### config.mk
export PLATFORM = sky130hd
export DESIGN_NAME = biquad_df2_seq
export DESIGN_NICKNAME = d
export VERILOG_FILES = /design/src/rtl/biquad_df2_seq.sv
export SDC_FILE = /design/constraint.sdc
export NUM_CORES = 1
export LEC_CHECK = 0
export BUFFER_PORTS_ARGS = -buffer_cell sky130_fd_sc_hd__buf_4
export CORE_MARGIN = 3
export CORE_UTILIZATION = 45
export CTS_CLUSTER_SIZE = 25
export DETAILED_ROUTE_END_ITERATION = 7
export GPL_TIMING_DRIVEN = 0
export MAX_ROUTING_LAYER = met4
export SETUP_SLACK_MARGIN = 0.15
export SLEW_MARGIN = 20
export SYNTH_ARGS = -nofsm -noshare
export SYNTH_HDL_FRONTEND = slang
export SYNTH_SLANG_ARGS = --single-unit
export TNS_END_PERCENT = 30
### constraint.sdc
create_clock -name clk -period 30.1 [get_ports clk]
set_input_delay 6.02 -clock clk [delete_from_list [all_inputs] [get_ports clk]]
set_output_delay 6.02 -clock clk [all_outputs]
set_load 0.02 [all_outputs]
### src/rtl/biquad_df2_seq.sv
module biquad_df2_seq #(
  parameter int DW   = 16,
  parameter int FRAC = 14,
  parameter int AW   = 32
) (
  input  logic                 clk,
  input  logic                 rst,
  input  logic                 in_valid,
  input  logic signed [DW-1:0] in_sample,
  input  logic signed [DW-1:0] coef_b0,
  input  logic signed [DW-1:0] coef_b1,
  input  logic signed [DW-1:0] coef_b2,
  input  logic signed [DW-1:0] coef_a1,
  input  logic signed [DW-1:0] coef_a2,
  output logic                 busy,
  output logic                 out_valid,
  output logic signed [DW-1:0] out_sample
);
  localparam int PW = 2 * DW;
  localparam logic [2:0] LAST = 3'd6;
  localparam logic signed [AW-1:0] QMAX = AW'((64'sd1 <<< (DW - 1)) - 1);
  localparam logic signed [AW-1:0] QMIN = -QMAX - 1;

  logic [2:0]                ph;
  logic signed [DW-1:0]      w1, w2, wn;
  logic signed [AW-1:0]      acc, acc_next;
  logic signed [DW-1:0]      mc, md;
  logic                      sub, clr;
  logic signed [PW-1:0]      prod;
  logic signed [AW:0]        sum;

  function automatic logic signed [DW-1:0] scale_sat(input logic signed [AW-1:0] v);
    logic signed [AW-1:0] s;
    s = v >>> FRAC;
    if (s > QMAX)      scale_sat = QMAX[DW-1:0];
    else if (s < QMIN) scale_sat = QMIN[DW-1:0];
    else               scale_sat = s[DW-1:0];
  endfunction

  always_comb begin
    mc = '0; md = '0; sub = 1'b0; clr = 1'b0;
    case (ph)
      3'd1: begin mc = coef_a1; md = w1; sub = 1'b1; end
      3'd2: begin mc = coef_a2; md = w2; sub = 1'b1; end
      3'd3: begin mc = coef_b1; md = w1; clr = 1'b1; end
      3'd4: begin mc = coef_b2; md = w2; end
      3'd5: begin mc = coef_b0; md = wn; end
      default: ;
    endcase
  end

  assign prod = mc * md;
  assign sum  = sub ? ((clr ? (AW+1)'(0) : (AW+1)'(acc)) - (AW+1)'(prod))
                    : ((clr ? (AW+1)'(0) : (AW+1)'(acc)) + (AW+1)'(prod));
  assign acc_next = (sum[AW] != sum[AW-1]) ? {sum[AW], {(AW-1){~sum[AW]}}} : sum[AW-1:0];
  assign busy = (ph != 3'd0);

  always_ff @(posedge clk) begin
    if (rst) begin
      ph <= '0; acc <= '0; w1 <= '0; w2 <= '0; wn <= '0;
      out_valid <= 1'b0; out_sample <= '0;
    end else begin
      out_valid <= 1'b0;
      if (ph == 3'd0) begin
        if (in_valid) begin
          acc <= AW'(in_sample) <<< FRAC;
          ph  <= 3'd1;
        end
      end else if (ph == LAST) begin
        out_sample <= scale_sat(acc);
        w2 <= w1;
        w1 <= wn;
        out_valid <= 1'b1;
        ph <= 3'd0;
      end else begin
        acc <= acc_next;
        if (ph == 3'd3) wn <= scale_sat(acc);
        ph <= ph + 3'd1;
      end
    end
  end
endmodule


== Word level (Yosys, flattened, before mapping) ==
Index checks and enable logic that the tools add are counted.

* Register bits after elaboration: 100
* Bits in latches: 0
* RAM bits: 0
* Bits in read-only memories: 0
* Bits of input ports: 99
* Output and inout bits: 18
* Word-level logic and storage cells: 50
* Memories: 0

* $add $sub $neg: 3
* $mul: 1
* Div/mod/pow operators: 0
* Magnitude comparators: 2
* Equality and inequality tests: 9
* Shift-type cells: 0
* Muxes and demuxes: 16
* Bitwise operators: 3
* Reduce and logical (&&, ||, !) cells: 9

{| class="wikitable"
|+ Operators with widths
! operator !! number
|-
| two-way mux 32 bit || 4
|-
| case mux 16 bit (5 select lines) || 1
|-
| two-way mux 33 bit || 2
|-
| case mux 16 bit (3 select lines) || 1
|-
| adder 33 x 32 -> 33 bit || 1
|-
| subtractor 33 x 32 -> 33 bit || 1
|-
| multiplier 16 x 16 -> 32 bit || 1
|-
| two-way mux 16 bit || 2
|-
| greater-than comparator 18 x 16 -> 1 bit (second input constant) || 1
|-
| < comparator 18 x 16 -> 1 bit (second input constant) || 1
|-
| equality test 3 bit (second input constant) || 3
|-
| two-way mux 3 bit || 3
|-
| OR reduction 2 bit || 4
|-
| equality test 3 x 2 -> 1 bit (second input constant) || 2
|-
| inequality test 2 bit (second input constant) || 2
|-
| AND reduction 2 bit || 2
|-
| adder 3 x 1 -> 3 bit (second input constant) || 1
|-
| equality test 3 x 1 -> 1 bit (second input constant) || 1
|-
| logical NOT 3 bit || 1
|-
| two-way mux 1 bit || 3
|-
| inverter 1 bit || 3
|-
| AND reduction 3 bit || 1
|-
| nonzero test 3 bit || 1
|-
| inequality test 1 bit || 1
|}

== Longest topological paths before layout ==
* Depth in word-level cells: 10
* Gate-level depth with buffers: 47
* Mapped depth without buffers: 41

== Worst setup path after synthesis ==
No wires, ideal clock.

* Path type: in2reg
* Start: input port coef_b0[15]
* End: register acc[4]
* Setup time: 0.122 ns
* Data arrival time: 15.173 ns
* Data required time: 29.978 ns
* Slack: 14.805 ns
* Stages on the path: 41
* Path buffers: 4
* Cell sequence: mux2i_1 -> nor2_1 -> a21oi_1 -> nor2_1 -> a221oi_1 -> clkbuf_1 -> nor2_1 -> fa_1 -> inv_1 -> fa_1 -> inv_1 -> fa_1 -> fa_1 -> fa_1 -> inv_1 -> fa_1 -> inv_1 -> ha_1 -> [... 5 more ...] -> xor2_1 -> a211o_1 -> or3_1 -> or2_2 -> nand2_1 -> xnor2_1 -> ha_1 -> clkbuf_1 -> nand4_1 -> a31oi_1 -> a2111oi_1 -> o21ai_1 -> o21ai_0 -> xor2_1 -> xnor2_2 -> a21oi_1 -> buf_2 -> a221o_1

* Word-level cells in the longest chain between the ends: 8
* Elaborated cells between the ends (all ways): 10
* Classes of those cells: 2 x add/sub; 1 x mul; 1 x eq/ne; 5 x mux; 1 x bitwise

{| class="wikitable"
|+ RTL lines
! element !! line !! text
|-
| start, declared || 10 || <nowiki>input logic signed [DW-1:0] coef_b0,</nowiki>
|-
| case mux 16 bit (5 select lines) * || 42 || <nowiki>case (ph)</nowiki>
|-
| multiplier 16 x 16 -> 32 bit * || 52 || <nowiki>assign prod = mc * md;</nowiki>
|-
| adder 33 x 32 -> 33 bit / subtractor 33 x 32 -> 33 bit (equally long branches) || 54, 53 ||
|-
| two-way mux 33 bit * || 53 || <nowiki>assign sum = sub ? ((clr ? (AW+1)'(0) : (AW+1)'(acc)) - (AW+1)'(prod))</nowiki>
|-
| inequality test 1 bit / inverter 1 bit (equally long branches) || 55 || <nowiki>assign acc_next = (sum[AW] != sum[AW-1]) ? {sum[AW], {(AW-1){~sum[AW]}}} : sum[AW-1:0];</nowiki>
|-
| two-way mux 32 bit * || 55 ||
|-
| two-way mux 32 bit * || 69 || <nowiki>end else if (ph == LAST) begin</nowiki>
|-
| two-way mux 32 bit * || 64 || <nowiki>if (ph == 3'd0) begin</nowiki>
|-
| end signal, assigned || 66 || <nowiki>acc <= AW'(in_sample) <<< FRAC;</nowiki>
|-
| end signal, assigned || 76 || <nowiki>acc <= acc_next;</nowiki>
|-
| end, declared || 26 || <nowiki>logic signed [AW-1:0] acc, acc_next;</nowiki>
|}

Every way passes the cells marked *; elsewhere a longest branch is shown, timed or not. The select of a mux whose other input is x is not followed.
A chain may end at the register's enable or synchronous reset.

== Worst setup path after layout ==
* Start: input port coef_b1[1]
* End: register acc[4]

* Word-level cells in the longest chain between the ends: 8
* Elaborated cells between the ends (all ways): 10
* Classes of those cells: 2 x add/sub; 1 x mul; 1 x eq/ne; 5 x mux; 1 x bitwise

{| class="wikitable"
|+ RTL lines
! element !! line !! text
|-
| start, declared || 11 || <nowiki>input logic signed [DW-1:0] coef_b1,</nowiki>
|-
| case mux 16 bit (5 select lines) * || 42 ||
|-
| multiplier 16 x 16 -> 32 bit * || 52 ||
|-
| adder 33 x 32 -> 33 bit / subtractor 33 x 32 -> 33 bit (equally long branches) || 54, 53 ||
|-
| two-way mux 33 bit * || 53 ||
|-
| inequality test 1 bit / inverter 1 bit (equally long branches) || 55 ||
|-
| two-way mux 32 bit * || 55 ||
|-
| two-way mux 32 bit * || 69 ||
|-
| two-way mux 32 bit * || 64 ||
|}

Marks and branches as above.

==> qor.csv <==
stage,metric,value,unit
cts,cts_root_buf,clkbuf_16,
pwr,power_switching_share,47.4,%
setup_path,crit_top_cell,fa_1,
global_routing,grt_usage,27.6,%
logic_synthesis,avgSynthCellArea,8.10,µm²
cts,cts_tree,done,
sta,fin_crit_sh,55.8,%
cts,clk_pin_slew,0.08,ns
routing,first_pass_iters,5,
floorplanning,start_util,46.1,%
placed_design,detailedPlace.worstSlack,13.06,ns
global_routing,gr-total-overflow,0,
cts,cts.repair.resized,0,
setup_path,cp_max_fo,10,
pwr,p_leak,8.98,nW
routing,routedWlPerCell,19.5,µm
pwr,share_seq_of_total_power,21.1,%
logic_synthesis,yosysWarnings,0,
worst_hold_path,worstHoldPathCells,2,
sta,fin_ws,13.29,ns
sta,fin_worst_skew,0.0120,ns
setup_path,r2r_slack,17.19,ns
cts,postCtsSetupBuffers,0,
logic_synthesis,syn-instance-count,2170,
floorplanning,fp.dieW,204,µm
sta,relSlewSlack,20.8,%
logic_synthesis,synth_area,0.0176,mm²
routing,first_iter_violations,1130,
global_routing,grt_pass1_vias,15700,
setup_path,crit_path_start_kind,primary input,
sta,hold_violations,0,
logic_synthesis,ys_seq_area_share,11.4,%
pwr,ir_drop,43.6,µV
run,cap_violations,0,
final_layout,area_growth,10.4,%
cts,numCtsBuffers,9,
placed_design,hpwl,46.5,mm
cts,cts_max_level,3,
sta,timing.setup.tns,0,ns
global_routing,grt_max_degree,20,
placed_design,numPortBuffers,115,
routing,num_vias,15600,
pwr,power.internal,425,µW
final_layout,post-route-util,50.9,%
floorplanning,rows,71,
logic_synthesis,async_reset_ff_share,0,%
floorplanning,die-area,0.0414,mm²
setup_path,arrival,17.05,ns
cts,cts-hold-fix-buffers,0,
logic_synthesis,synth-main-ff-cell,dfxtp_1,
setup_path,rr_worst_depth,40,
cts,clock_path_buffers,2,
worst_hold_path,hold_class,register to register,
global_routing,antenna_found_initial,0,
logic_synthesis,synth_fp_nets,2648,
placed_design,place.gp.congestion,0.948,
routing,drt-total-wl,54.9,mm
sta,clock.fmax,59.5,MHz
setup_path,critPathKind,primary input to register,
logic_synthesis,synth.distinct_cells,77,
pwr,p_comb_share,64.3,%
final_layout,nets,2777,
floorplanning,die_h,204,µm
logic_synthesis,ys_ff_latch,100,
setup_path,max_stage_delay,0.75,ns
sta,setup_viol,0,
logic_synthesis,synth_edf_count,0,
routing,routed_via_density,5.53,
sta,rsz0062_at_grt,no,
cts,cts_sinks,100,
floorplanning,ios,117,
floorplanning,core-area,0.0381,mm²
routing,drc,0,
final_layout,diodes,0,
sta,slew_violations,0,
sta,period_minus_slack,16.81,ns
setup_path,end_kind,register,
final_layout,drive_above_1_share,8.68,%
sta,tightest_slew,1.19,ns
routing,drtAntennaViolNets,0,
setup_path,slowest_stage,a2111oi_1,
pwr,p_switching,384,µW
pwr,powerDensity,41.7,mW/mm²
global_routing,grt_pass1_wl,87.5,mm
setup_path,cp.required,30.34,ns
run_status,outcome,"complete, no violations",
cts,insertion_delay,0.36,ns
pwr,p_clk_share,14.6,%
## critical path: cells and delay by family
family,cells,cell delay [ns]
AO/OA/AOI/OAI,16,4.64
XOR/XNOR,3,0.90
adder cells (fa/ha/maj),8,3.40
buffers and inverters,8,1.17
AND/OR/NAND/NOR,4,0.90
## synth_stat cells, drive strengths merged (16+ instances only)
master	n	area share [%]
nor2b	37	1.3
nand2	234	5.0
dfxtp	100	11
a21o	18	0.77
clkbuf	92	2.0
nand2b	17	0.61
xnor2	50	2.5
inv	330	7.1
ha	116	8.3
xor2	38	1.9
a211oi	19	0.97
nor2	274	5.9
fa	263	30
a22oi	26	1.1
a21oi	162	4.6
maj3	18	1.1
a222oi	17	0.97
nand3	20	0.57
and2	16	0.57
mux2i	22	1.3
o21a	27	1.2
o21ai	87	2.5
## cell families (layout without fill, tap and decap cells)
kind of cell / count (synthesis) / after routing / share of synthesized area (%)
simple gates: 670 / 670 / 16.5
compound gates: 457 / 457 / 17.4
buf+inv: 434 / 568 / 9.46
fa+ha+maj: 397 / 397 / 39.3
flops: 100 / 100 / 11.4
xor+xnor: 88 / 88 / 4.43
mux: 24 / 24 / 1.45
## metal layers
metal  GRT usage [%]  vias to the layer above  share of wire [%]
li1                -                     7340                  -
met1            38.7                     7601                 46
met2            42.2                      556                 45
met3            4.36                       78                7.1
met4            6.93                        0                2.8
met5               -                        -                  0
## final cells by class
class,count,area (µm²)
plain buffers,104,423
repair buffers,118,881
multi-input cells,1636,13900
flip-flops and latches,100,2000
well taps,511,639
clock inverters,7,66.3
clock buffers,9,225
inverters,330,1240
fillers,3675,18700
## stage by stage
| stage | instances | total power, mW | hold WS [ns] | instance area [µm²] |
|---|---|---|---|---|
| 2_1_floorplan | 2170 | 0.550 | 0.426 | 17600 |
| 6_report | 2815 | 0.809 | 0.451 | 19400 |
| 3_5_place_dp | 2798 | 0.680 | 0.440 | 19100 |
| 4_1_cts | 2814 | 0.800 | 0.451 | 19400 |
| 3_3_place_gp | 2796 | 0.675 | 0.435 | 19100 |
| 5_1_grt | 2815 | 0.866 | 0.480 | 19400 |
## worst paths after layout
check | endpoint | start
max | acc[4] | coef_b1[1]
min reg2reg | acc[0] | acc[0]
max reg2reg | acc[4] | ph[0]
min | acc[0] | acc[0]
## state kept, by name, summed over array words and instances (netlist names)
| register | flops |
|---|---|
| out_valid | 1 |
| wn | 16 |
| acc | 32 |
| ph | 3 |
| out_sample | 16 |
| w1 | 16 |
| w2 | 16 |
## cell usage in the layout, fill, tap and decap left out, drive strengths merged, types with 4 or more instances in the layout
| master | instances |
|---|---|
| inv | 334 |
| nor2 | 274 |
| fa | 263 |
| nand2 | 234 |
| a21oi | 162 |
| buf | 129 |
| ha | 116 |
| clkbuf | 102 |
| dfxtp | 100 |
| o21ai | 87 |
| xnor2 | 50 |
| xor2 | 38 |
| nor2b | 37 |
| o21a | 27 |
| a22oi | 26 |
| mux2i | 22 |
| nand3 | 20 |
| a211oi | 19 |
| a21o | 18 |
| maj3 | 18 |
| nand2b | 17 |
| a222oi | 17 |
| and2 | 16 |
| nor3 | 15 |
| or2 | 15 |
| a221oi | 14 |
| a221o | 13 |
| o21bai | 12 |
| and3 | 11 |
| o211ai | 11 |
| nand4 | 10 |
| a31oi | 9 |
| or3 | 6 |
| nor4 | 5 |
| a211o | 5 |
| and4 | 4 |
| a21boi | 4 |
| a2111oi | 4 |
## power groups by stage
| stage | Sequential, mW | Combinational (mW) | Clock, mW |
|---|---|---|---|
| finish | 0.170 | 0.520 | 0.118 |
| global route | 0.172 | 0.569 | 0.125 |
| CTS | 0.169 | 0.512 | 0.119 |
| detailed placement | 0.172 | 0.508 | 0 |
| global placement | 0.172 | 0.503 | 0 |
| floorplan | 0.162 | 0.388 | 0 |
Note: power is estimated with default switching activity, not from simulation.
